==> config.mk <==
export PLATFORM = sky130hd
export DESIGN_NAME = nano_rtc
export DESIGN_NICKNAME = d
export VERILOG_FILES = /design/src/rtl/nano_rtc_pkg.sv /design/src/rtl/nano_rtc_decode.sv /design/src/rtl/nano_rtc_counter.sv /design/src/rtl/nano_rtc_alarm.sv /design/src/rtl/nano_rtc.sv
export SDC_FILE = /design/constraint.sdc
export NUM_CORES = 1
export LEC_CHECK = 0
export BUFFER_PORTS_ARGS = -buffer_cell sky130_fd_sc_hd__buf_2
export CAP_MARGIN = 15
export CORE_MARGIN = 1
export CORE_UTILIZATION = 45
export CTS_CLUSTER_SIZE = 16
export DETAILED_ROUTE_END_ITERATION = 8
export PLACE_DENSITY_LB_ADDON = 0.08
export SLEW_MARGIN = 20
export SYNTH_ARGS = -nofsm -noshare
export SYNTH_HDL_FRONTEND = slang
export SYNTH_HIERARCHICAL = 1
export SYNTH_SLANG_ARGS = --single-unit
==> constraint.sdc <==
create_clock -name clk -period 3.6 [get_ports clk]
set_input_delay 0.54 -clock clk [delete_from_list [all_inputs] [get_ports clk]]
set_output_delay 0.54 -clock clk [all_outputs]
set_load 0.05 [all_outputs]
==> src/rtl/nano_rtc_pkg.sv <==
// Package: register offsets and the decoded access strobes shared by the
// clock, alarm and checker logic. Offsets are byte addresses on a 32-bit bus.
package nano_rtc_pkg;

    localparam logic [7:0] OFS_TIME_LO  = 8'h00;
    localparam logic [7:0] OFS_TIME_HI  = 8'h04;
    localparam logic [7:0] OFS_ALARM_LO = 8'h08;
    localparam logic [7:0] OFS_ALARM_HI = 8'h0C;
    localparam logic [7:0] OFS_ENABLE   = 8'h10;
    localparam logic [7:0] OFS_DISARM   = 8'h14;
    localparam logic [7:0] OFS_ARMED    = 8'h18;
    localparam logic [7:0] OFS_ACK      = 8'h1C;

    // One-hot per-cycle access strobes produced by the decoder.
    typedef struct packed {
        logic wr_time_lo;
        logic wr_time_hi;
        logic wr_alarm_lo;
        logic wr_alarm_hi;
        logic wr_enable;
        logic wr_disarm;
        logic wr_ack;
        logic rd_time_lo;
    } strobe_t;

endpackage

==> src/rtl/nano_rtc_decode.sv <==
// Module: nano_rtc_decode
// Turns the bus address and strobes into one-hot access strobes.
// Assumes word-aligned byte addresses; any other address matches nothing.
module nano_rtc_decode
    import nano_rtc_pkg::*;
#(
    parameter int unsigned ADDR_W = 6
) (
    input  logic [ADDR_W-1:0] bus_addr,
    input  logic              bus_we,
    input  logic              bus_re,
    output strobe_t           strb
);

    // Purpose: compare the address against each side-effecting offset.
    always_comb begin
        strb             = '0;
        strb.wr_time_lo  = bus_we && (bus_addr == ADDR_W'(OFS_TIME_LO));
        strb.wr_time_hi  = bus_we && (bus_addr == ADDR_W'(OFS_TIME_HI));
        strb.wr_alarm_lo = bus_we && (bus_addr == ADDR_W'(OFS_ALARM_LO));
        strb.wr_alarm_hi = bus_we && (bus_addr == ADDR_W'(OFS_ALARM_HI));
        strb.wr_enable   = bus_we && (bus_addr == ADDR_W'(OFS_ENABLE));
        strb.wr_disarm   = bus_we && (bus_addr == ADDR_W'(OFS_DISARM));
        strb.wr_ack      = bus_we && (bus_addr == ADDR_W'(OFS_ACK));
        strb.rd_time_lo  = bus_re && (bus_addr == ADDR_W'(OFS_TIME_LO));
    end

endmodule

==> src/rtl/nano_rtc_counter.sv <==
// Module: nano_rtc_counter
// Free-running nanosecond counter split into NHALF bus-width slices.
// Every slice can be overwritten on its own. A slice write beats the tick,
// and the other slices keep their advanced value. Reset clears the count.
module nano_rtc_counter #(
    parameter int unsigned HALF_W  = 32,
    parameter int unsigned NHALF   = 2,
    parameter int unsigned STEP_NS = 10,
    localparam int unsigned CNT_W  = HALF_W * NHALF
) (
    input  logic              clk,
    input  logic              rst_n,
    input  logic              tick,
    input  logic [NHALF-1:0]  wr_half,
    input  logic [HALF_W-1:0] wdata,
    output logic [CNT_W-1:0]  count
);

    logic [CNT_W-1:0] cnt_q;
    logic [CNT_W-1:0] cnt_adv;
    logic [CNT_W-1:0] cnt_next;

    // Purpose: value the counter would take from the tick alone.
    always_comb begin
        cnt_adv = cnt_q + (tick ? CNT_W'(STEP_NS) : '0);
    end

    // Purpose: per-slice choice between written data and advanced value.
    for (genvar h = 0; h < NHALF; h++) begin : g_slice
        assign cnt_next[h*HALF_W +: HALF_W] =
            wr_half[h] ? wdata : cnt_adv[h*HALF_W +: HALF_W];
    end

    // Purpose: counter register with synchronous reset.
    always_ff @(posedge clk) begin
        if (!rst_n) cnt_q <= '0;
        else        cnt_q <= cnt_next;
    end

    assign count = cnt_q;

endmodule

==> src/rtl/nano_rtc_alarm.sv <==
// Module: nano_rtc_alarm
// Holds the deadline, the armed and pending flags and the interrupt enable.
// Arming happens on the lower-half write and compares against the count
// held before that edge. Match uses >=, so a step larger than 1 cannot skip
// the deadline. A match in the same cycle as an acknowledge wins, so no
// event is lost.
module nano_rtc_alarm #(
    parameter int unsigned HALF_W = 32,
    localparam int unsigned CNT_W = 2 * HALF_W
) (
    input  logic              clk,
    input  logic              rst_n,
    input  logic [CNT_W-1:0]  count,
    input  logic              wr_lo,
    input  logic              wr_hi,
    input  logic              wr_enable,
    input  logic              wr_disarm,
    input  logic              wr_ack,
    input  logic [HALF_W-1:0] wdata,
    output logic [CNT_W-1:0]  deadline,
    output logic              armed,
    output logic              pending,
    output logic              enable,
    output logic              irq
);

    logic [CNT_W-1:0] dl_q;
    logic             armed_q, pend_q, en_q;
    logic             armed_n, pend_n;
    logic [CNT_W-1:0] arm_val;
    logic             hit;

    // Purpose: deadline as it becomes once the lower-half write lands.
    assign arm_val = {dl_q[CNT_W-1:HALF_W], wdata};
    assign hit     = armed_q && (count >= dl_q);

    // Purpose: next state of the flags; later statements take priority.
    always_comb begin
        armed_n = armed_q;
        pend_n  = pend_q;
        if (wr_ack)    pend_n  = 1'b0;
        if (hit) begin
            armed_n = 1'b0;
            pend_n  = 1'b1;
        end
        if (wr_disarm) armed_n = 1'b0;
        if (wr_lo) begin
            if (arm_val <= count) begin
                armed_n = 1'b0;
                pend_n  = 1'b1;
            end else begin
                armed_n = 1'b1;
            end
        end
    end

    // Purpose: deadline halves, enable bit and flag registers.
    always_ff @(posedge clk) begin
        if (!rst_n) begin
            dl_q    <= '0;
            armed_q <= 1'b0;
            pend_q  <= 1'b0;
            en_q    <= 1'b0;
        end else begin
            if (wr_lo)     dl_q[HALF_W-1:0]     <= wdata;
            if (wr_hi)     dl_q[CNT_W-1:HALF_W] <= wdata;
            if (wr_enable) en_q                 <= wdata[0];
            armed_q <= armed_n;
            pend_q  <= pend_n;
        end
    end

    assign deadline = dl_q;
    assign armed    = armed_q;
    assign pending  = pend_q;
    assign enable   = en_q;
    assign irq      = pend_q & en_q;

endmodule

==> src/rtl/nano_rtc.sv <==
// Module: nano_rtc (top)
// Register-bus real-time clock with a single alarm and a level interrupt.
// Assumes one access per cycle (bus_we and bus_re never high together) and
// a 32-bit data bus. Read data is combinational from registered state.
module nano_rtc
    import nano_rtc_pkg::*;
#(
    parameter int unsigned ADDR_W  = 6,
    parameter int unsigned STEP_NS = 10
) (
    input  logic              clk,
    input  logic              rst_n,
    input  logic              tick,
    input  logic [ADDR_W-1:0] bus_addr,
    input  logic [31:0]       bus_wdata,
    input  logic              bus_we,
    input  logic              bus_re,
    output logic [31:0]       bus_rdata,
    output logic              irq
);

    localparam int unsigned HALF_W = 32;
    localparam int unsigned NHALF  = 2;
    localparam int unsigned CNT_W  = HALF_W * NHALF;

    strobe_t           strb;
    logic [CNT_W-1:0]  cnt_q;
    logic [CNT_W-1:0]  alarm_q;
    logic              armed_q, pend_q, en_q;
    logic [HALF_W-1:0] hold_q;

    nano_rtc_decode #(.ADDR_W(ADDR_W)) u_dec (
        .bus_addr (bus_addr),
        .bus_we   (bus_we),
        .bus_re   (bus_re),
        .strb     (strb)
    );

    nano_rtc_counter #(.HALF_W(HALF_W), .NHALF(NHALF), .STEP_NS(STEP_NS)) u_cnt (
        .clk     (clk),
        .rst_n   (rst_n),
        .tick    (tick),
        .wr_half ({strb.wr_time_hi, strb.wr_time_lo}),
        .wdata   (bus_wdata),
        .count   (cnt_q)
    );

    nano_rtc_alarm #(.HALF_W(HALF_W)) u_alm (
        .clk       (clk),
        .rst_n     (rst_n),
        .count     (cnt_q),
        .wr_lo     (strb.wr_alarm_lo),
        .wr_hi     (strb.wr_alarm_hi),
        .wr_enable (strb.wr_enable),
        .wr_disarm (strb.wr_disarm),
        .wr_ack    (strb.wr_ack),
        .wdata     (bus_wdata),
        .deadline  (alarm_q),
        .armed     (armed_q),
        .pending   (pend_q),
        .enable    (en_q),
        .irq       (irq)
    );

    // Purpose: capture the upper count half whenever the lower half is read.
    always_ff @(posedge clk) begin
        if (!rst_n)               hold_q <= '0;
        else if (strb.rd_time_lo) hold_q <= cnt_q[CNT_W-1:HALF_W];
    end

    // Purpose: read multiplexer; write-only and unmapped offsets give zero.
    always_comb begin
        bus_rdata = '0;
        if (bus_re) begin
            case (bus_addr)
                ADDR_W'(OFS_TIME_LO):  bus_rdata = cnt_q[HALF_W-1:0];
                ADDR_W'(OFS_TIME_HI):  bus_rdata = hold_q;
                ADDR_W'(OFS_ALARM_LO): bus_rdata = alarm_q[HALF_W-1:0];
                ADDR_W'(OFS_ALARM_HI): bus_rdata = alarm_q[CNT_W-1:HALF_W];
                ADDR_W'(OFS_ENABLE):   bus_rdata = {31'd0, en_q};
                ADDR_W'(OFS_ARMED):    bus_rdata = {31'd0, armed_q};
                default:               bus_rdata = '0;
            endcase
        end
    end

endmodule

-- Yosys cells after proc, flatten, opt, wreduce, memory -nomap -nowiden
Index checks and enable logic that the tools add are counted.
- $add $sub $neg: 1
- $lt $le $gt $ge: 2
- eq/ne operators: 7
- multiplexer cells: 13
- bitwise logic cells: 1
- reductions and logical operators: 11
- operator list (kind ; number):
    $pmux W32 S6 ; 1
    $mux W32 ; 3
    $add A64 B64 Y64 ; 1
    $ge A64 B64 Y1 ; 1
    $le A64 B64 Y1 ; 1
    $eq A6 B5 Y1 const B ; 4
    $eq A6 B4 Y1 const B ; 2
    $logic_and A1 B1 Y1 ; 9
    $mux W1 ; 8
    $eq A6 B3 Y1 const B ; 1
    $logic_not A6 Y1 ; 1
    $mux W4 ; 1
    $reduce_bool A3 Y1 ; 1
    $and A1 B1 Y1 ; 1
- flip-flop bits (word level): 163
- output and inout bits: 33

-- Depth between registers and ports, before layout
- word-level depth: 6
- mapped depth: 9
- depth with buffers taken out: 9

-- Modules after synthesis
The synthesis kept the hierarchy.
- by module, submodules not included (module ; times used ; cells an instance ; area an instance (µm²) ; seq. area each (µm²)):
    nano_rtc_alarm ; 1 ; 671 ; 5590.4 ; 1341.3
    nano_rtc_counter ; 1 ; 472 ; 3917.5 ; 1281.2
    nano_rtc ; 1 ; 290 ; 2687.6 ; 640.6
    nano_rtc_decode ; 1 ; 14 ; 88.8 ; 0.0

-- Worst setup path after synthesis
Ideal clock, no wire load.
- kind: in2out
- from: in bus_addr[1]
- to: out bus_rdata[10]
- arrival: 2.120 ns
- data required time: 3.060 ns
- path slack: 0.940 ns
- stages: 4
- path through: nor4_4 > buf_6 > nand3_1 > a21oi_1
- cells in the longest elaborated chain, start to end: 3
- ends and longest elaborated chain (what ; RTL line ; RTL):
    from (decl) ; nano_rtc.sv:14 ; input logic [ADDR_W-1:0] bus_addr,
    $eq A6 B5 Y1, or another cell as far along ; nano_rtc.sv:75 ; case (bus_addr)
    $pmux W32 S6 * ; nano_rtc.sv:75 ;
    $mux W32 * ; nano_rtc.sv:74 ; if (bus_re) begin
    to (decl) ; nano_rtc.sv:18 ; output logic [31:0] bus_rdata,
Mark *: on every way between the ends. The rest lies on a longest branch, timed or not.

-- Worst setup path after layout
- from: reg u_cnt.cnt_q[16] (netlist: u_cnt/count[16])
- to: reg u_cnt.cnt_q[38] (netlist: u_cnt/count[38])
- cells in the longest elaborated chain, start to end: 2
- ends and longest elaborated chain (what ; RTL line ; RTL):
    from (decl) ; nano_rtc_counter.sv:19 ; logic [CNT_W-1:0] cnt_q;
    from (signal assigned) ; nano_rtc_counter.sv:37 ; else cnt_q <= cnt_next;
    $add A64 B64 Y64 ; nano_rtc_counter.sv:25 ; cnt_adv = cnt_q + (tick ? CNT_W'(STEP_NS) : '0);
    $mux W32 ; nano_rtc_counter.sv:31 ; wr_half[h] ? wdata : cnt_adv[h*HALF_W +: HALF_W];
Every way passes these cells.
A chain may end at the register's enable or synchronous reset.

==> results.sh <==
export IMPL_layout_cells_non_filler=1868
export IMPL_path_cells="nand3_1, nor3_1, nand2_1, o31ai_1, nor3b_1"
export IMPL_grt_pass1_wl_um=60400
export IMPL_drt_iter0_drc=637
export IMPL_syn2layout_area_growth_pct=11.9
export IMPL_worst_hold_path_type="in2reg"
export IMPL_wl_um=39100
export IMPL_start_util_pct=45.7
export IMPL_cts_root_buf="clkbuf_16"
export IMPL_cts_setup_buffers=0
export IMPL_synth_distinct_cells=71
export IMPL_hold_violations=0
export IMPL_post_place_cells=1836
export IMPL_relSlewSlack_pct=27.0
export IMPL_post_route_drc_count=0
export IMPL_grt_pass1_vias=10238
export IMPL_nets=1688
export IMPL_setup_violations=0
export IMPL_finClkSkew_ps=16.3
export IMPL_postCtsHoldBufs=0
export IMPL_reg2reg_to="u_cnt/count[38]$_SDFF_PN0_"
export IMPL_synth_seq_cells=163
export IMPL_power_switching_share_pct=27.1
export IMPL_outcome="complete, no violations"
export IMPL_async_reset_ff_share_pct=0
export IMPL_period_share_pct=82.0
export IMPL_syn_area_mm2=0.0123
export IMPL_clk_latency_ps=450
export IMPL_min_period_ps=2950
export IMPL_stdcell_area_mm2=0.0138
export IMPL_die_width_um=167
export IMPL_min_delay_worst_endpoint="u_alm/deadline[1]$_SDFFE_PN0P_"
export IMPL_syn_inst=1447
export IMPL_worstPathMaxFanout=8
export IMPL_synth_edf_count=0
export IMPL_critical_path_class="reg2reg"
export IMPL_drv_cap=0
export IMPL_power_switching_mw=1.15
export IMPL_track_usage_pct=28.0
export IMPL_syn_area_per_cell_um2=8.49
export IMPL_p_per_area_mw_per_mm2=309
export IMPL_clock_sink_count=163
export IMPL_start_kind="flip-flop"
export IMPL_via_per_inst=5.86
export IMPL_ff2ff_setup_slack_ps=650
export IMPL_cts_max_level=4
export IMPL_yosysWarnings=6
export IMPL_ioPinCount=76
export IMPL_ys_seq_area_share_pct=26.6
export IMPL_cts_tree="done"
export IMPL_die_area_mm2=0.0280
export IMPL_die_y_um=167
export IMPL_place_port_buffers=75
export IMPL_grt_overflow_total=0
export IMPL_syn_nets=1621
export IMPL_pwr_share_comb_pct=10.1
export IMPL_cts_reportedPaths_clkPinSlew_ps=70
export IMPL_pre_cts_ws_ps=522
export IMPL_internal_power_mw=3.09
export IMPL_cts_buffers=17
export IMPL_antenna_cells=0
export IMPL_coreArea_mm2=0.0269
export IMPL_tightest_slew_ps=1090
export IMPL_drive_gt1_share_pct=16.4
export IMPL_rsz0062_at_grt="no"
export IMPL_routed_via_count=10953
export IMPL_critPathSlowestCell="nor3_1"
export IMPL_grt_max_degree=63
export IMPL_max_stage_delay_ps=980
export IMPL_cp_required_ps=3940
export IMPL_cp_arrival_ps=3300
export IMPL_seqPwrFrac_pct=43.2
export IMPL_synth_ff_type="dfxtp_1"
export IMPL_postPlaceCellArea_mm2=0.0131
export IMPL_rows=60
export IMPL_dp_hpwl_um=28400
export IMPL_rr_startpoint="u_cnt/count[16]$_SDFF_PN0_"
export IMPL_max_freq_mhz=339
export IMPL_finalWorstSetupSlack_ps=647
export IMPL_holdCritStartpoint="bus_wdata[1]"
export IMPL_leakage_nw=5.12
export IMPL_reg2reg_depth=5
export IMPL_cts_resized=0
export IMPL_post_drt_wl_per_cell_um=20.9
export IMPL_power_total_mw=4.24
export IMPL_postRouteAntennaNets=0
export IMPL_cts_max_path_buffers=2
export IMPL_antenna_found_initial=0
export IMPL_report_final_slew_viol_count=0
export IMPL_firstDrtPassIters=5
export IMPL_fin_setup_tns_ps=0
export IMPL_crit_path_end_kind="flip-flop"
export IMPL_holdPathStages=3
export IMPL_irDropWorstVdd_v=0.000290
export IMPL_place_gp_congestion=0.930
export IMPL_clock_power_share_pct=46.7
==> cell usage in the layout, fill, tap and decap left out, types with 7 or more instances in the layout <==
cell type | Yosys | layout
nand4_1 | 45 | 45
nor3b_1 | 10 | 10
a211oi_1 | 11 | 11
mux2i_1 | 104 | 104
nor2_1 | 92 | 90
mux2_2 | 63 | 63
and3_1 | 10 | 10
buf_4 | 0 | 42
or3_1 | 9 | 9
nand3b_1 | 32 | 32
nor4_1 | 13 | 13
xnor2_1 | 16 | 16
dfxtp_1 | 163 | 163
nor4_4 | 7 | 7
and4_1 | 18 | 18
a21oi_1 | 101 | 101
inv_1 | 140 | 139
and2_1 | 15 | 15
o31ai_1 | 8 | 8
a31oi_1 | 11 | 11
nand2b_1 | 7 | 7
buf_2 | 13 | 74
clkbuf_16 | 0 | 17
nand3_1 | 69 | 69
o21ai_0 | 72 | 72
nand2_1 | 62 | 62
nor2b_1 | 42 | 42
nor3_1 | 23 | 21
o211a_1 | 10 | 10
ha_1 | 131 | 131
xor2_1 | 13 | 13
==> cell type report <==
cell class / count / area, um^2
fill: 2617 / 13100
multi-input combinational: 1073 / 8170
sequential: 163 / 3260
timing repair buffer: 119 / 746
inverter: 140 / 526
clock buffer: 18 / 439
tap: 341 / 427
clock inverter: 14 / 176
==> routing by layer <==
metal | vias up | part of all wire [%] | GRT usage (%)
met1 | 5276 | 47 | 37.8
met3 | 53 | 4.3 | 3.76
met2 | 282 | 46 | 45.6
met5 | - | 0 | 0
met4 | 0 | 2.6 | 9.85
li1 | 5342 | - | -
==> stage by stage <==
stage | util [%] | hold WS (ps)
floorplan | - | 474
global placement | 48.9 | 492
detailed placement | 48.9 | 505
CTS | 51.2 | 415
global route | 51.2 | 426
finish | 51.2 | 425
==> flip-flops by register name, summed over array words and instances, names as in the netlist <==
signal	count
u_alm/deadline	64
u_alm/enable	1
u_alm/pending	1
u_alm/armed	1
hold_q	32
u_cnt/count	64
==> critical path: cells and delay by family, from the launching register on <==
family	cells	cell delay [ps]
AND/OR/NAND/NOR	4	1960
flip-flops	1	570
AO/OA/AOI/OAI	1	320
==> kinds of logic after synthesis <==
family / Yosys count / synth area share (%)
AOI/OAI and AO/OA: 262 / 13.1
xor gates and xnor gates: 29 / 2.07
adders and majority gates: 131 / 13.3
buffers and inverters: 211 / 7.13
DFF: 163 / 26.6
muxes: 168 / 14.4
and+or+nand+nor: 483 / 23.4
==> how the worst max path moves through the flow <==
| stage | from | to | slack (ps) | cells past startpoint |
|---|---|---|---|---|
| floorplan | bus_addr[1] | bus_rdata[10] | 940 | 4 |
| global placement | tick | u_cnt/count[59]$_SDFF_PN0_ | 590 | 9 |
| detailed placement | tick | u_cnt/count[59]$_SDFF_PN0_ | 520 | 9 |
| CTS | bus_addr[3] | bus_rdata[10] | 750 | 6 |
| global route | u_cnt/count[1]$_SDFF_PN0_ | u_cnt/count[51]$_SDFF_PN0_ | 600 | 8 |
| finish | u_cnt/count[16]$_SDFF_PN0_ | u_cnt/count[38]$_SDFF_PN0_ | 650 | 5 |
==> synthesized netlist by cell type, types with 4 or more instances <==
cell | instances | share of area [%]
dfxtp_1 | 163 | 27
inv_1 | 140 | 4.3
ha_1 | 131 | 13
mux2i_1 | 104 | 8.5
a21oi_1 | 101 | 4.1
nor2_1 | 92 | 2.8
o21ai_0 | 72 | 2.9
nand3_1 | 69 | 2.8
mux2_2 | 63 | 5.8
nand2_1 | 62 | 1.9
nand4_1 | 45 | 2.3
nor2b_1 | 42 | 2.1
clkbuf_1 | 39 | 1.2
nand3b_1 | 32 | 2.0
nor3_1 | 23 | 0.94
and4_1 | 18 | 1.3
xnor2_1 | 16 | 1.1
and2_1 | 15 | 0.76
buf_2 | 13 | 0.53
nor4_1 | 13 | 0.66
xor2_1 | 13 | 0.93
a211oi_1 | 11 | 0.67
a31oi_1 | 11 | 0.56
and3_1 | 10 | 0.51
buf_1 | 10 | 0.31
nor3b_1 | 10 | 0.61
o211a_1 | 10 | 0.81
buf_6 | 9 | 0.83
or3_1 | 9 | 0.46
o31ai_1 | 8 | 0.49
nand2b_1 | 7 | 0.36
nor4_4 | 7 | 1.2
a21o_1 | 5 | 0.31
a221oi_1 | 5 | 0.36
nand4_2 | 5 | 0.51
or4_1 | 5 | 0.31
o311a_1 | 4 | 0.33
==> power by group through the flow <==
stage	clock (mW)	combinational, mW	sequential [mW]
2_1_floorplan	0	0.258	1.87
3_3_place_gp	0	0.417	1.87
3_5_place_dp	0	0.422	1.88
4_1_cts	2.01	0.424	1.83
5_1_grt	2.09	0.465	1.84
6_report	1.98	0.430	1.83
No activity file was read; power rests on OpenSTA's default activity.
